===== config.mk =====
export PLATFORM = sky130hd
export DESIGN_NAME = pagereg_xlate
export DESIGN_NICKNAME = d
export VERILOG_FILES = /design/src/rtl/pagereg_pkg.sv /design/src/rtl/pagereg_match.sv /design/src/rtl/pagereg_victim.sv /design/src/rtl/pagereg_xlate.sv
export SDC_FILE = /design/constraint.sdc
export NUM_CORES = 2
export LEC_CHECK = 0
export BUFFER_PORTS_ARGS = -buffer_cell sky130_fd_sc_hd__buf_2
export CAP_MARGIN = 5
export CORE_MARGIN = 2
export CORE_UTILIZATION = 55
export CTS_CLUSTER_SIZE = 10
export DETAILED_ROUTE_END_ITERATION = 8
export HOLD_SLACK_MARGIN = 0.05
export PLACE_DENSITY_LB_ADDON = 0.15
export SETUP_SLACK_MARGIN = 0.15
export SKIP_LAST_GASP = 1
export SLEW_MARGIN = 20
export SYNTH_ARGS = -nofsm -noshare
export SYNTH_HDL_FRONTEND = slang
export SYNTH_HIERARCHICAL = 1
export SYNTH_SLANG_ARGS = --single-unit
export TNS_END_PERCENT = 20

===== constraint.sdc =====
create_clock -name clk -period 15.35 [get_ports clk]
set_input_delay 3.07 -clock clk [delete_from_list [all_inputs] [get_ports clk]]
set_output_delay 3.07 -clock clk [all_outputs]
set_load 0.01 [all_outputs]

===== src/rtl/pagereg_pkg.sv =====
package pagereg_pkg;
  typedef enum logic [1:0] {
    VK_FREE   = 2'd0,
    VK_UNUSED = 2'd1,
    VK_SWEEP  = 2'd2
  } vkind_e;
endpackage


===== src/rtl/pagereg_match.sv =====
module pagereg_match #(
  parameter int N     = 32,
  parameter int PN_W  = 11,
  parameter int IDX_W = $clog2(N)
) (
  input  logic [PN_W-1:0]  pn_tab [N],
  input  logic [N-1:0]     valid_vec,
  input  logic [PN_W-1:0]  key,
  output logic [N-1:0]     match_vec,
  output logic [IDX_W-1:0] first_idx,
  output logic             any_match,
  output logic             many_match
);
  // index of lowest set bit, 0 when none
  function automatic logic [IDX_W-1:0] lowest_set(input logic [N-1:0] v);
    logic [IDX_W-1:0] r;
    r = '0;
    for (int i = N - 1; i >= 0; i--)
      if (v[i]) r = IDX_W'(i);
    return r;
  endfunction

  function automatic int ones(input logic [N-1:0] v);
    int c;
    c = 0;
    for (int i = 0; i < N; i++) c += int'(v[i]);
    return c;
  endfunction

  for (genvar g = 0; g < N; g++) begin : g_cmp
    assign match_vec[g] = valid_vec[g] && (pn_tab[g] == key);
  end

  assign first_idx  = lowest_set(match_vec);
  assign any_match  = |match_vec;
  assign many_match = ones(match_vec) > 1;
endmodule


===== src/rtl/pagereg_victim.sv =====
module pagereg_victim
  import pagereg_pkg::*;
#(
  parameter int N     = 32,
  parameter int IDX_W = $clog2(N)
) (
  input  logic [N-1:0]     valid_vec,
  input  logic [N-1:0]     used_vec,
  output logic [IDX_W-1:0] pick_idx,
  output vkind_e           pick_kind,
  output logic             sweep
);
  function automatic logic [IDX_W-1:0] lowest_set(input logic [N-1:0] v);
    logic [IDX_W-1:0] r;
    r = '0;
    for (int i = N - 1; i >= 0; i--)
      if (v[i]) r = IDX_W'(i);
    return r;
  endfunction

  logic [N-1:0] empty_vec, cold_vec;
  assign empty_vec = ~valid_vec;
  assign cold_vec  = ~used_vec;

  always_comb begin
    sweep = 1'b0;
    if (|empty_vec) begin
      pick_idx  = lowest_set(empty_vec);
      pick_kind = VK_FREE;
    end else if (|cold_vec) begin
      pick_idx  = lowest_set(cold_vec);
      pick_kind = VK_UNUSED;
    end else begin
      pick_idx  = '0;
      pick_kind = VK_SWEEP;
      sweep     = 1'b1;
    end
  end
endmodule


===== src/rtl/pagereg_xlate.sv =====
module pagereg_xlate
  import pagereg_pkg::*;
#(
  parameter int FRAMES = 32,
  parameter int EA_W   = 20,
  parameter int OFF_W  = 9,
  localparam int PN_W  = EA_W - OFF_W,
  localparam int IDX_W = $clog2(FRAMES)
) (
  input  logic                   clk,
  input  logic                   rst_n,
  input  logic                   acc_valid,
  input  logic [EA_W-1:0]        acc_addr,
  output logic                   hit,
  output logic                   fault,
  output logic                   multi_match,
  output logic [IDX_W-1:0]       frame_idx,
  output logic [IDX_W+OFF_W-1:0] phys_addr,
  input  logic                   svc_req,
  output logic [IDX_W-1:0]       victim_frame,
  output logic [1:0]             victim_kind,
  output logic [PN_W-1:0]        victim_old_pn,
  output logic                   victim_old_valid,
  input  logic                   load_done,
  input  logic [PN_W-1:0]        load_pn
);
  logic [PN_W-1:0]   pn_q [FRAMES];
  logic [FRAMES-1:0] valid_vec, used_vec;

  // named internal events
  logic [FRAMES-1:0] match_vec;
  logic [IDX_W-1:0]  first_idx, pick_idx;
  logic              any_match, many_match, sweep_ev, hit_ev;
  vkind_e            pick_kind;

  pagereg_match #(.N(FRAMES), .PN_W(PN_W), .IDX_W(IDX_W)) u_match (
    .pn_tab    (pn_q),
    .valid_vec (valid_vec),
    .key       (acc_addr[EA_W-1:OFF_W]),
    .match_vec (match_vec),
    .first_idx (first_idx),
    .any_match (any_match),
    .many_match(many_match)
  );

  pagereg_victim #(.N(FRAMES), .IDX_W(IDX_W)) u_victim (
    .valid_vec(valid_vec),
    .used_vec (used_vec),
    .pick_idx (pick_idx),
    .pick_kind(pick_kind),
    .sweep    (sweep_ev)
  );

  assign hit_ev      = acc_valid && any_match;
  assign hit         = hit_ev;
  assign fault       = acc_valid && !any_match;
  assign multi_match = acc_valid && many_match;
  assign frame_idx   = first_idx;
  assign phys_addr   = {first_idx, acc_addr[OFF_W-1:0]};

  // next usage vector: sweep clear, then hit set, then load clear
  logic [FRAMES-1:0] used_nxt;
  always_comb begin
    used_nxt = used_vec;
    if (svc_req && sweep_ev) used_nxt = '0;
    if (hit_ev) used_nxt[first_idx] = 1'b1;
    if (load_done) used_nxt[victim_frame] = 1'b0;
  end

  always_ff @(posedge clk) begin
    if (!rst_n) begin
      valid_vec <= '0;
      used_vec  <= '0;
      for (int i = 0; i < FRAMES; i++) pn_q[i] <= '0;
    end else begin
      used_vec <= used_nxt;
      if (load_done) begin
        valid_vec[victim_frame] <= 1'b1;
        pn_q[victim_frame]      <= load_pn;
      end
    end
  end

  always_ff @(posedge clk) begin
    if (!rst_n) begin
      victim_frame     <= '0;
      victim_kind      <= VK_FREE;
      victim_old_pn    <= '0;
      victim_old_valid <= 1'b0;
    end else if (svc_req) begin
      victim_frame     <= pick_idx;
      victim_kind      <= pick_kind;
      victim_old_pn    <= pn_q[pick_idx];
      victim_old_valid <= valid_vec[pick_idx];
    end
  end
endmodule


==> metrics.md <==
| Metric | Value |
|---|---|
| Outcome | `finished clean` |
| P_sw | `625.7 µW` |
| Skew final | `15.74 ps` |
| Worst hold margin | `481.2 ps` |
| Cell Area, Synth | `26210 µm²` |
| Final instance area | `27680 µm²` |
| Crit share post-route | `82.72%` |
| Post-CTS setup buffer count | `0` |
| Max FO, Critical Path | `18` |
| Gpl congestion | `1.065` |
| Clk pwr share | `45.4%` |
| Final Critical Period | `12700 ps` |
| RSZ-0062 raised after global routing | `false` |
| Total GRT Usage | `39.69%` |
| Number of global-route vias before repair | `22523` |
| Worst path bufs/invs | `7` |
| Die X | `222.3 µm` |
| IO Pins | `77` |
| Critical path startpoint category | `input pin` |
| Routed wire length per instance | `~28 µm` |
| Vias | `24254` |
| Fin. max-slew vios | `0` |
| Longest Clk Path Bufs | `3` |
| Layout Utilization | `around three fifths` |
| Drt first-iter violations | `3540` |
| Crit-path max cell delay | `610 ps` |
| Port bufs | `58` |
| Pre-antenna DRT Iters | `8` |
| Reg area | `just under 9000 µm²` |
| CTS buffer count | `51` |
| Die area | `about 49000 µm²` |
| Rows | `79` |
| Flop pwr share | `45.7%` |
| HP Class | `reg2reg` |
| Power density over the cells | `90.11 nW/µm²` |
| Critical path class | `in2out` |
| Diodes inserted | `0` |
| Core box area | `around 47000 µm²` |
| Avg Synthesized Cell Area | `8.430 µm²` |
| Area after DPL | `26190 µm²` |
| Clock sink total | `435` |
| CTS tree | `yes` |
| Sw frac | `25.09%` |
| Remaining DRCs | `0` |
| WP depth | `22` |
| # setup viols final | `0` |
| Fill count | `4139` |
| Footprint of the multi-input gates | `16000 µm²` |
| CP arrival | `~9600 ps` |
| FF-to-FF path depth | `11` |
| Grt ovf | `0` |
| Cells after synthesis | `between 3000 and 4000` |
| CTS Root Cell | `clkbuf_16` |
| First-pass GRT wire length | `146700 µm` |
| Slowest CP cell | `nor3_1` |
| Hold buffer count at CTS | `0` |
| Internal power | `approximately 1.9 mW` |
| Area Overhead vs Synth | `5.609%` |
| Logic pwr share | `around 8.9%` |
| Largest net degree at the start of global routing | `267` |
| Initial antenna violation count | `0` |
| CTS-repair resized insts | `0` |
| Final WL | `100700 µm` |
| CP Cell Sequence | `buf_2 > buf_4 > xnor2_1 > nand4_1 > nor3_1 > fa_1 > fa_1 > inv_1 > fa_1 > fa_1 > fa_1 > fa_1 > inv_1 > ha_1 > inv_1 > fa_1 > inv_1 > nand3_1 > o21ai_0 > nand4_1 > and2_1 > buf_2` |
| Largest delay contributor family on the critical path | `adder cells` |
| Static leakage | `between 8 and 9 nW` |
| Final ANT Viol Nets | `0` |
| Clock Latency Late Sink | `600 ps` |
| Max cap viols | `0` |
| Worst-Margin Slew | `1234 ps` |
| Final hold violation count | `0` |
| VDD IR max | `0.00007526 V` |
| Routed vias/inst | `about 6.7` |
| Critical Path RT | `12280 ps` |
| H-tree Lvls | `2` |
| Share of layout cells above drive strength 1 | `8.120%` |
| Syn_nets | `3177` |
| Synth warn | `6` |
| Most frequent CP cell | `fa_1` |
| Final nets | `between 3000 and 4000` |
| Setup TNS | `0 ps` |
| CP endpoint kind | `output port` |
| Initial Util | `56.06%` |
| Overall die height | `between 200 and 250 µm` |
| DP HPWL | `approximately 69000 µm` |
| F_max | `78.75 MHz` |
| Worst hold path stage count | `2` |
| Slew headroom | `17.74%` |
| Clock-pin slew on the worst setup and hold paths | `60 ps` |
==> layout by cell type, fill, tap and decap left out, types with 64 or more instances in the layout <==
cell / n
nand2_1: 794
mux4_2: 70
nor3_1: 64
mux2i_1: 68
nor2_1: 89
nand4_1: 178
xnor2_1: 348
a21boi_1: 257
dfxtp_1: 435
a21boi_0: 98
==> worst reg2reg max path, stage by stage (launching register included) <==
cell and delay (ps):
dfxtp_1 560, inv_1 90, o2111ai_1 220, a31oi_1 90, o311a_1 430, a211oi_1 530, a31o_4 760, buf_4 770
mux4_2 640, a22oi_1 290, a21oi_1 320, o41a_1 400
==> per-stage QoR <==
stage                     power (mW)  setup WS (ps)  std cells
after floorplan                1.324           4138       3109
after global placement         1.372           2848       3546
after detailed placement       1.375           2783       3546
after CTS                      2.491           2776       3611
after global routing           2.545           2420       3612
final                          2.494           2652       3612
==> state kept, by name, summed over array words and instances, names as in the netlist <==
signal            flops
pn_q                352
used_vec             32
valid_vec            32
victim_old_pn        11
victim_frame          5
victim_kind           2
victim_old_valid      1
==> power by group through the flow <==
| stage | combinational, mW | clock, mW | sequential (mW) |
|---|---|---|---|
| 3_5_place_dp | 0.212 | 0 | 1.16 |
| 3_3_place_gp | 0.209 | 0 | 1.16 |
| 5_1_grt | 0.228 | 1.18 | 1.14 |
| 2_1_floorplan | 0.163 | 0 | 1.16 |
| 4_1_cts | 0.212 | 1.14 | 1.14 |
| 6_report | 0.222 | 1.13 | 1.14 |
==> per-layer routing <==
metal / track usage, % / share of wire [%] / vias up
met3: 11.27 / 14 / 328
met4: 18.59 / 5.1 / 0
li1: - / - / 10424
met1: 55.45 / 40 / 11713
met2: 56.34 / 41 / 1789
met5: 0 / 0 / -
==> final cells by class <==
cell class                 instances  share of cell area (%)
clock buffer                      62                   5.022
clock inverter                     3                  0.2441
inverter                          59                  0.8001
multi-input combinational       2360                   57.79
sequential                       435                   31.46
tap                              607                   2.744
timing repair buffer              86                   1.944
==> worst paths after layout <==
path	end	start	slack, ps
max	multi_match	acc_addr[19]	2650
min	pn_q[152]$_SDFFE_PN0P_	pn_q[152]$_SDFFE_PN0P_	480
max reg2reg	victim_old_pn[6]$_SDFFE_PN0P_	valid_vec[26]$_SDFFE_PN0P_	10130
min reg2reg	pn_q[152]$_SDFFE_PN0P_	pn_q[152]$_SDFFE_PN0P_	480
Power figures use the tool's default switching activity.
